### config.mk
export PLATFORM = sky130hd
export DESIGN_NAME = fcvt_f2i
export DESIGN_NICKNAME = d
export VERILOG_FILES = /design/src/rtl/fcvt_pkg.sv /design/src/rtl/fcvt_unpack.sv /design/src/rtl/fcvt_align.sv /design/src/rtl/fcvt_round.sv /design/src/rtl/fcvt_f2i.sv
export SDC_FILE = /design/constraint.sdc
export NUM_CORES = 1
export LEC_CHECK = 0
export BUFFER_PORTS_ARGS = -buffer_cell sky130_fd_sc_hd__buf_2
export CAP_MARGIN = 10
export CORE_MARGIN = 5
export CORE_UTILIZATION = 55
export CTS_CLUSTER_SIZE = 25
export DETAILED_ROUTE_END_ITERATION = 10
export GPL_TIMING_DRIVEN = 0
export PLACE_DENSITY = 0.73
export SYNTH_ARGS = -nofsm -noshare
export SYNTH_HDL_FRONTEND = slang
export SYNTH_SLANG_ARGS = --single-unit
### constraint.sdc
create_clock -name clk -period 17.5 [get_ports clk]
set_input_delay 1.75 -clock clk [delete_from_list [all_inputs] [get_ports clk]]
set_output_delay 1.75 -clock clk [all_outputs]
set_load 0.02 [all_outputs]
### src/rtl/fcvt_pkg.sv
package fcvt_pkg;

  // Rounding selector carried on in_mode.
  typedef enum logic [1:0] {
    RM_TOWARD_ZERO  = 2'd0,
    RM_DOWN         = 2'd1,
    RM_UP           = 2'd2,
    RM_NEAREST_EVEN = 2'd3
  } rmode_e;

  // Exception indications produced by one conversion.
  typedef struct packed {
    logic invalid;
    logic inexact;
    logic underflow;
    logic overflow;
  } xflags_t;

endpackage

### src/rtl/fcvt_unpack.sv
// Splits a binary floating-point word into sign, effective exponent and
// significand (hidden bit restored), and classifies the special encodings.
module fcvt_unpack #(
  parameter int EXP_W = 8,
  parameter int MAN_W = 23
) (
  input  logic [EXP_W+MAN_W:0] word_i,
  output logic                 sign_o,
  output logic [EXP_W-1:0]     exp_o,
  output logic [MAN_W:0]       sig_o,
  output logic                 frac_zero_o,
  output logic                 nonfinite_o,
  output logic                 nan_o
);
  logic [EXP_W-1:0] raw_exp;
  logic [MAN_W-1:0] frac;
  logic             exp_zero;

  assign sign_o      = word_i[EXP_W+MAN_W];
  assign raw_exp     = word_i[EXP_W+MAN_W-1:MAN_W];
  assign frac        = word_i[MAN_W-1:0];
  assign exp_zero    = (raw_exp == '0);
  assign frac_zero_o = (frac == '0);
  assign nonfinite_o = (raw_exp == '1);
  assign nan_o       = nonfinite_o & ~frac_zero_o;

  // Subnormals share the scale of the smallest normal exponent.
  assign exp_o = exp_zero ? EXP_W'(1) : raw_exp;
  assign sig_o = {~exp_zero, frac};
endmodule

### src/rtl/fcvt_align.sv
// Places the significand on the integer grid: the integral magnitude, the
// first dropped bit (guard) and the OR of all lower dropped bits (sticky).
module fcvt_align #(
  parameter int EXP_W = 8,
  parameter int MAN_W = 23,
  parameter int INT_W = 32
) (
  input  logic [EXP_W-1:0] exp_i,
  input  logic [MAN_W:0]   sig_i,
  output logic [INT_W-1:0] mag_o,
  output logic             guard_o,
  output logic             sticky_o,
  output logic             too_big_o,
  output logic             at_limit_o
);
  localparam int SIG_W      = MAN_W + 1;
  localparam int BIAS       = (1 << (EXP_W - 1)) - 1;
  localparam int INTEGRAL_E = BIAS + MAN_W;      // from here on no fraction bits
  localparam int LIMIT_E    = BIAS + INT_W - 1;  // magnitude reaches 2^(INT_W-1)
  localparam int EXT_W      = 2 * SIG_W + 1;

  int                 e_val;
  int                 rsh;
  logic [EXT_W-1:0]   ext;
  logic [INT_W-1:0]   right_mag;
  logic               right_g;
  logic               right_s;
  logic [INT_W-1:0]   left_mag;

  assign e_val      = int'(exp_i);
  assign too_big_o  = (e_val >= LIMIT_E);
  assign at_limit_o = (e_val == LIMIT_E) && (sig_i[MAN_W-1:0] == '0);

  // Fractional operands: shift right, keep guard and sticky.
  always_comb begin
    rsh = INTEGRAL_E - e_val;
    ext = '0;
    if (rsh > SIG_W) begin
      right_mag = '0;
      right_g   = 1'b0;
      right_s   = |sig_i;
    end else begin
      ext       = {sig_i, {(SIG_W + 1){1'b0}}} >> rsh;
      right_mag = INT_W'(ext[EXT_W-1 -: SIG_W]);
      right_g   = ext[SIG_W];
      right_s   = |ext[SIG_W-1:0];
    end
  end

  // Integral operands that still fit: present only when the integer is wider
  // than the significand.
  generate
    if (LIMIT_E > INTEGRAL_E) begin : g_left
      int lsh;
      always_comb begin
        lsh      = e_val - INTEGRAL_E;
        left_mag = INT_W'(sig_i) << lsh;
      end
    end else begin : g_no_left
      assign left_mag = '0;
    end
  endgenerate

  always_comb begin
    if (e_val < INTEGRAL_E) begin
      mag_o    = right_mag;
      guard_o  = right_g;
      sticky_o = right_s;
    end else begin
      mag_o    = left_mag;
      guard_o  = 1'b0;
      sticky_o = 1'b0;
    end
  end
endmodule

### src/rtl/fcvt_round.sv
// Applies the selected rounding to an aligned magnitude and restores sign.
module fcvt_round
  import fcvt_pkg::*;
#(
  parameter int INT_W = 32
) (
  input  rmode_e           mode_i,
  input  logic             sign_i,
  input  logic [INT_W-1:0] mag_i,
  input  logic             guard_i,
  input  logic             sticky_i,
  output logic [INT_W-1:0] value_o,
  output logic             inexact_o
);
  logic             lost;
  logic             bump;
  logic [INT_W-1:0] mag_r;

  assign lost = guard_i | sticky_i;

  always_comb begin
    unique case (mode_i)
      RM_TOWARD_ZERO:  bump = 1'b0;
      RM_DOWN:         bump = sign_i & lost;
      RM_UP:           bump = ~sign_i & lost;
      RM_NEAREST_EVEN: bump = guard_i & (sticky_i | mag_i[0]);
      default:         bump = 1'b0;
    endcase
  end

  assign mag_r     = mag_i + INT_W'(bump);
  assign value_o   = sign_i ? (~mag_r + INT_W'(1)) : mag_r;
  assign inexact_o = lost;
endmodule

### src/rtl/fcvt_f2i.sv
// Float-to-integer converter: one register stage, sticky exception flags.
module fcvt_f2i
  import fcvt_pkg::*;
#(
  parameter int EXP_W = 8,
  parameter int MAN_W = 23,
  parameter int INT_W = 32
) (
  input  logic                 clk,
  input  logic                 rst,
  input  logic                 in_valid,
  input  logic [1:0]           in_mode,
  input  logic [EXP_W+MAN_W:0] in_float,
  input  logic                 flag_clr,
  output logic                 out_valid,
  output logic [INT_W-1:0]     out_int,
  output logic                 flag_invalid,
  output logic                 flag_inexact,
  output logic                 flag_underflow,
  output logic                 flag_overflow
);
  localparam logic [INT_W-1:0] BAD_RESULT = {1'b0, {(INT_W - 1){1'b1}}};
  localparam logic [INT_W-1:0] MOST_NEG   = {1'b1, {(INT_W - 1){1'b0}}};

  logic             op_sign;
  logic [EXP_W-1:0] op_exp;
  logic [MAN_W:0]   op_sig;
  logic             op_frac_zero;
  logic             op_nonfinite;
  logic             op_nan;
  logic [INT_W-1:0] al_mag;
  logic             al_guard;
  logic             al_sticky;
  logic             al_too_big;
  logic             al_at_limit;
  logic [INT_W-1:0] rd_value;
  logic             rd_inexact;
  logic             is_most_neg;
  logic             out_of_range;
  xflags_t          now_flags;
  xflags_t          sticky_q;
  logic [INT_W-1:0] result_d;

  fcvt_unpack #(.EXP_W(EXP_W), .MAN_W(MAN_W)) u_unpack (
    .word_i      (in_float),
    .sign_o      (op_sign),
    .exp_o       (op_exp),
    .sig_o       (op_sig),
    .frac_zero_o (op_frac_zero),
    .nonfinite_o (op_nonfinite),
    .nan_o       (op_nan)
  );

  fcvt_align #(.EXP_W(EXP_W), .MAN_W(MAN_W), .INT_W(INT_W)) u_align (
    .exp_i      (op_exp),
    .sig_i      (op_sig),
    .mag_o      (al_mag),
    .guard_o    (al_guard),
    .sticky_o   (al_sticky),
    .too_big_o  (al_too_big),
    .at_limit_o (al_at_limit)
  );

  fcvt_round #(.INT_W(INT_W)) u_round (
    .mode_i    (rmode_e'(in_mode)),
    .sign_i    (op_sign),
    .mag_i     (al_mag),
    .guard_i   (al_guard),
    .sticky_i  (al_sticky),
    .value_o   (rd_value),
    .inexact_o (rd_inexact)
  );

  // The most negative integer is the only in-range magnitude of 2^(INT_W-1).
  assign is_most_neg  = op_sign & al_at_limit;
  // Infinity compares above every integer; NaN compares with nothing.
  assign out_of_range = (op_nonfinite & op_frac_zero)
                      | (~op_nonfinite & al_too_big & ~is_most_neg);

  always_comb begin
    now_flags.overflow  = out_of_range;
    now_flags.invalid   = op_nonfinite | out_of_range;
    now_flags.inexact   = op_nan | (~op_nonfinite & ~al_too_big & rd_inexact);
    // A rounded integral value is zero or at least one in magnitude, so it
    // never lies in the subnormal range.
    now_flags.underflow = 1'b0;
  end

  always_comb begin
    if (now_flags.invalid)  result_d = BAD_RESULT;
    else if (is_most_neg)   result_d = MOST_NEG;
    else                    result_d = rd_value;
  end

  always_ff @(posedge clk) begin
    if (rst) begin
      out_valid <= 1'b0;
      out_int   <= '0;
    end else begin
      out_valid <= in_valid;
      if (in_valid) out_int <= result_d;
    end
  end

  always_ff @(posedge clk) begin
    if (rst || flag_clr) sticky_q <= '0;
    else if (in_valid)   sticky_q <= sticky_q | now_flags;
  end

  assign flag_invalid   = sticky_q.invalid;
  assign flag_inexact   = sticky_q.inexact;
  assign flag_underflow = sticky_q.underflow;
  assign flag_overflow  = sticky_q.overflow;
endmodule

# --- Yosys cells after proc, flatten, opt, wreduce, memory -nomap -nowiden ---
# Cells that the tools add are included.
totals:
  input_bits: 38
  output_inout_bits: 37
  register_bits: 37
classes:
  n_eq_ne: 5
  shift: 2
  n_bitwise: 23
  n_addsub: 4
  n_mux: 11
  reduce_logical: 7
  magnitude_cmp: 3
ops:
  columns: ["operator", "n"]
  rows:
  - ["32-bit 2-to-1 mux", 4]
  - ["49-bit by 32-bit >> shifter with 49-bit output", 1]
  - ["24-bit OR reduction", 2]
  - ["32-bit by 1-bit adder with 32-bit output", 1]
  - ["32-bit by 1-bit adder with 32-bit output (second input constant)", 1]
  - ["32-bit by 6-bit > comparator with 1-bit output (second input constant)", 1]
  - ["32-bit inverter", 1]
  - ["24-bit by 32-bit << shifter with 32-bit output", 1]
  - ["24-bit 2-to-1 mux", 1]
  - ["23-bit logical NOT", 1]
  - ["8-bit equality test (second input constant)", 2]
  - ["1-bit AND", 10]
  - ["8-bit by 8-bit subtractor with 9-bit output (first input constant)", 1]
  - ["8-bit by 8-bit subtractor with 9-bit output (second input constant)", 1]
  - ["8-bit >= comparator (second input constant)", 1]
  - ["8-bit logical NOT", 1]
  - ["8-bit < comparator (second input constant)", 1]
  - ["8-bit 2-to-1 mux", 1]
  - ["1-bit inverter", 6]
  - ["1-bit OR", 5]
  - ["2-bit equality test (second input constant)", 2]
  - ["1-bit 2-to-1 mux", 4]
  - ["4-bit OR", 1]
  - ["1-bit case mux with 4 select lines", 1]
  - ["other kinds (4)", 4]

# --- Longest topological paths before layout ---
logic_depth:
  ltp_word: 16
  ltp_mapped: 36
  mapped_depth_nobuf: 26

# --- By module ---
# From an unflattened synthesis, not the netlist that was laid out.
hier_totals:
  hier_cells: 964
  area_unflattened_um2: 7537.2
by_module_without_submodules:
  columns: ["mod", "cells_each", "area_per_inst_um2", "seq_area_each_um2", "n_inst"]
  rows:
  - ["fcvt_align", 499, 3746.1, 0.0, 1]
  - ["fcvt_round", 286, 2031.9, 0.0, 1]
  - ["fcvt_f2i", 131, 1437.6, 720.7, 1]
  - ["fcvt_unpack", 48, 321.6, 0.0, 1]

# --- Worst setup path after synthesis ---
# No wires, ideal clock.
synth_timing:
  path_type: "input-to-reg"
  from: "in in_float[24]"
  to: "reg out_int[26]"
  path_stages: 35
  t_arrival_ns: 8.526
  setup_ns: 0.134
  n_path_buf: 11
  slack_ns: 8.841
  cell_sequence: "buf_2 > buf_2 > buf_2 > buf_2 > buf_1 > buf_2 > clkbuf_1 > ha_1 > buf_2 > nand2b_1 > a2111oi_2 > o211ai_1 > buf_2 > buf_4 > a211oi_1 > a22oi_1 > o21a_1 > and3_1 > and3_1 > o32ai_1 > o31ai_1 > a21oi_1 > a21oi_1 > a211oi_1 > ha_1 > ha_1 > o31ai_2 > or3_1 > clkbuf_1 > or4_4 > a211oi_2 > and4b_1 > a41oi_1 > xor2_1 > o22ai_1"
synth_between:
  elab_chain_len: 16
  word_cells_on_any_way: 41
synth_rtl:
  columns: ["item", "line", "text"]
  rows:
  - ["start, declared", "fcvt_f2i.sv:13", "input logic [EXP_W+MAN_W:0] in_float,"]
  - ["8-bit logical NOT", "fcvt_unpack.sv:22", "assign exp_zero = (raw_exp == '0);"]
  - ["8-bit 2-to-1 mux", "fcvt_unpack.sv:28", "assign exp_o = exp_zero ? EXP_W'(1) : raw_exp;"]
  - ["8-bit by 8-bit subtractor with 9-bit output", "fcvt_align.sv:36", "rsh = INTEGRAL_E - e_val;"]
  - ["49-bit by 32-bit >> shifter with 49-bit output", "fcvt_align.sv:43", "ext = {sig_i, {(SIG_W + 1){1'b0}}} >> rsh;"]
  - ["24-bit OR reduction", "fcvt_align.sv:46", "right_s = |ext[SIG_W-1:0];"]
  - ["1-bit 2-to-1 mux", "fcvt_align.sv:38", "if (rsh > SIG_W) begin"]
  - ["1-bit 2-to-1 mux", "fcvt_align.sv:65", "if (e_val < INTEGRAL_E) begin"]
  - ["1-bit OR (on tied branches)", "fcvt_round.sv:26, fcvt_round.sv:19", null]
  - ["1-bit AND (on tied branches)", "fcvt_round.sv:26, fcvt_round.sv:24, fcvt_round.sv:25", null]
  - ["1-bit case mux with 4 select lines", "fcvt_round.sv:22", "unique case (mode_i)"]
  - ["32-bit by 1-bit adder with 32-bit output", "fcvt_round.sv:31", "assign mag_r = mag_i + INT_W'(bump);"]
  - ["32-bit inverter", "fcvt_round.sv:32", "assign value_o = sign_i ? (~mag_r + INT_W'(1)) : mag_r;"]
  - ["32-bit by 1-bit adder with 32-bit output", "fcvt_round.sv:32", null]
  - ["32-bit 2-to-1 mux", "fcvt_round.sv:32", null]
  - ["32-bit 2-to-1 mux", "fcvt_f2i.sv:91", "else if (is_most_neg) result_d = MOST_NEG;"]
  - ["32-bit 2-to-1 mux (*)", "fcvt_f2i.sv:90", "if (now_flags.invalid) result_d = BAD_RESULT;"]
  - ["end signal, assigned", "fcvt_f2i.sv:101", "if (in_valid) out_int <= result_d;"]
  - ["end, declared", "fcvt_f2i.sv:16", "output logic [INT_W-1:0] out_int,"]
# Mark *: on every way between the ends. The rest lies on a longest branch, timed or not.
# A chain may end at the register's enable or synchronous reset.

# --- Worst setup path in the final report ---
layout_timing:
  from: "in in_float[24]"
  to: "reg out_int[19]"
# Same word-level chain as after synthesis.

==> impl_metrics.tcl <==
set metrics [dict create \
    critical_path.max_fanout 10 \
    syn_area_per_cell_um2 6.83 \
    fillers 1387 \
    postRouteAntennaNets 0 \
    hp-start "out_int[4]$_SDFFE_PP0P_" \
    synth_seq_cells 36 \
    p_clk_share_pct 18.9 \
    p_leak_nw 3.25 \
    synthFlopType "dfxtp_1" \
    clockBufferDepth 2 \
    seq_area_um2 721 \
    drc_errors 0 \
    slowest_stage "nor4_1" \
    synthArstFlopShare_pct 0 \
    die_w_um 130 \
    root_buffer "clkbuf_16" \
    cp.required_ns 17.65 \
    cts_sinks 36 \
    avgViaCountPerCell 7.53 \
    ctsResizeCount 0 \
    synth_top_area_share_pct 9.04 \
    routedWlPerCell_um 27.8 \
    dieArea_um2 17000 \
    clk_pin_slew_ns 0.06 \
    post_cts_buffers 0 \
    r2r_slack_ns 16.72 \
    grt_pass1_wl_mm 59.4 \
    start_kind "input pin" \
    hpwl_mm 30.2 \
    ir_worst_vdd_mv 0.0426 \
    max_stage_delay_ns 1.23 \
    fin_nets 1285 \
    drive_gt1_share_pct 14.1 \
    vias 10700 \
    synthTopCellsByCount "nand2_1, nor2_1, a21oi_1" \
    preCtsSetupSlack_ns 6.31 \
    grt_max_degree 13 \
    antenna_found_initial 2 \
    maxCapViolCount 0 \
    r2r-start "out_int[6]$_SDFFE_PP0P_" \
    synth.area.top_cells "dfxtp_1, nand2_1, a21oi_1" \
    fin_crit_sh_pct 68.2 \
    min_path_type "flip-flop to flip-flop" \
    tightest_slew_ns 1.29 \
    p_int_mw 0.243 \
    fin_crit_ns 11.93 \
    initial_utilization_pct 55.5 \
    arrival_ns 12.08 \
    setup_viol 0 \
    cp-end-kind "flip-flop" \
    min_to "out_int[4]$_SDFFE_PP0P_" \
    grt_pass1_vias 9735 \
    overflow 0 \
    holdPathStages 2 \
    power.density_nw_per_um2 56.6 \
    p_comb_share_pct 61.6 \
    syn2layout_area_growth_pct 8.88 \
    slew_viol_final 0 \
    ys_types 103 \
    synth_area_leader_cell "dfxtp_1" \
    hold_buffers 0 \
    rr_endpoint "out_int[6]$_SDFFE_PP0P_" \
    synth_edf_count 0 \
    setup_slack_ns 5.57 \
    io_buffers 63 \
    io_pins 75 \
    clkLatencyLatePin_ns 0.29 \
    yosysWarningCount 0 \
    path_class "input pin to flip-flop" \
    fin_skew_ns 0 \
    fin_setup_tns_ns 0 \
    share_seq_of_total_power_pct 19.4 \
    netlist_area_um2 7970 \
    ys_seq_area_share_pct 9.04 \
    fmax_mhz 83.8 \
    rows 44 \
    numCtsBuffers 5 \
    place.gp.congestion 1.16 \
    dr.first_iter.drc_count 1994 \
    swShare_pct 50.5 \
    drt_pre_antenna_iters 7 \
    core-area_um2 14400 \
    slew_headroom_pct 13.1 \
    htree_levels 2 \
    yosysMostFrequentCell "nand2_1" \
    power.switching_mw 0.248 \
    cts_tree "built" \
    syn-num-nets 1214 \
    outcome "completed" \
    crit_top_cell "buf_2" \
    multiInputGateArea_um2 6660 \
    syn_inst 1168 \
    rsz0062_at_grt "false" \
    reg2reg_depth 2 \
    routed_wl_mm 39.6 \
    grt_usage_pct 45.8 \
    die_h_um 130 \
    finalHoldViolCount 0 \
]
## stage by stage
step | instances | power (mW) | utilization, % | hold slack (ns) | instance area [um^2]
6_report | 1425 | 0.491 | 60.4 | 0.474 | 8680
5_1_grt | 1424 | 0.510 | 60.4 | 0.495 | 8680
4_1_cts | 1423 | 0.473 | 60.4 | 0.477 | 8670
3_5_place_dp | 1415 | 0.381 | 59.3 | 0.465 | 8520
3_3_place_gp | 1415 | 0.380 | 59.3 | 0.464 | 8520
2_1_floorplan | 1168 | 0.294 | - | 0.548 | 7970
## routing by layer
metal	vias up	routed length (um)	global-route usage (%)
met5	-	29	0
met4	4	3970	33.8
met3	266	4860	10.8
met2	929	16800	71.7
met1	4896	13900	54.6
li1	4636	-	-
## logic make-up (layout without fill, tap and decap cells)
group / Yosys count / after routing / share of synthesized area, %
other: 1 / 2 / 0.0470
xor gates and xnor gates: 65 / 65 / 7.14
AOI/OAI and AO/OA: 440 / 440 / 41.3
adders and majority gates: 8 / 8 / 1.26
and+or+nand+nor: 460 / 460 / 30.2
DFF: 36 / 36 / 9.04
muxes: 20 / 20 / 3.48
buffers and inverters: 138 / 210 / 7.50
## area by class of cell
| type | instances | area share (%) |
|---|---|---|
| clock buffer | 6 | 1.60 |
| multi-input combinational | 994 | 76.7 |
| tap | 184 | 2.65 |
| sequential | 36 | 8.30 |
| buffer | 105 | 5.46 |
| antenna | 1 | 0.0288 |
| clock inverter | 2 | 0.159 |
| timing repair buffer | 64 | 3.72 |
| inverter | 33 | 1.43 |
## power groups by stage
stage | sequential, mW | clock, mW | combinational, mW
finish | 0.0955 | 0.0931 | 0.303
global route | 0.0964 | 0.0957 | 0.318
CTS | 0.0955 | 0.0908 | 0.287
detailed placement | 0.0970 | 0 | 0.284
global placement | 0.0967 | 0 | 0.283
floorplan | 0.109 | 0 | 0.185
## cells in the final DEF, fill, tap and decap left out, types with 7 or more instances in the layout
cell type,instances
nor2b_1,9
a211oi_1,26
mux2i_1,12
ha_1,8
buf_2,91
dfxtp_1,36
o211ai_1,25
clkbuf_1,61
buf_1,8
xor2_1,26
a221oi_1,7
nand3_1,36
nor2_1,101
o21ai_0,64
nor3_1,57
nand2_1,115
o21a_1,8
o22ai_1,34
xnor2_1,39
nand2b_1,23
o31ai_1,17
a21o_1,7
or3_1,12
inv_1,32
a21oi_1,81
nor4_1,10
nand4_1,15
and3_1,16
a31oi_1,18
o2111ai_1,12
a211o_1,9
a22oi_1,13
and2_1,13
o221ai_1,8
a41oi_1,7
## state kept, by name, indices dropped and copies added, names as in the netlist
register       cells
out_int           32
flag_inexact       1
flag_invalid       1
flag_overflow      1
out_valid          1
## worst max-delay path by stage
stage / from / end / slack [ns] / cells past startpoint
after floorplan: in_float[24] / out_int[26]$_SDFFE_PP0P_ / 8.84 / 35
after CTS: in_float[24] / out_int[19]$_SDFFE_PP0P_ / 6.49 / 37
after global placement: in_float[24] / out_int[19]$_SDFFE_PP0P_ / 6.35 / 37
final: in_float[24] / out_int[19]$_SDFFE_PP0P_ / 5.57 / 33
after global routing: in_float[24] / out_int[19]$_SDFFE_PP0P_ / 5.28 / 37
after detailed placement: in_float[24] / out_int[19]$_SDFFE_PP0P_ / 6.31 / 37
## critical path: cells and delay by family
| kind | cells | cell delay [ns] |
|---|---|---|
| simple gates | 7 | 2.65 |
| xor+xnor | 1 | 0.20 |
| compound gates | 12 | 3.98 |
| fa+ha+maj | 3 | 0.90 |
| buf+inv | 10 | 2.57 |
No activity file was read; power rests on OpenSTA's default activity.
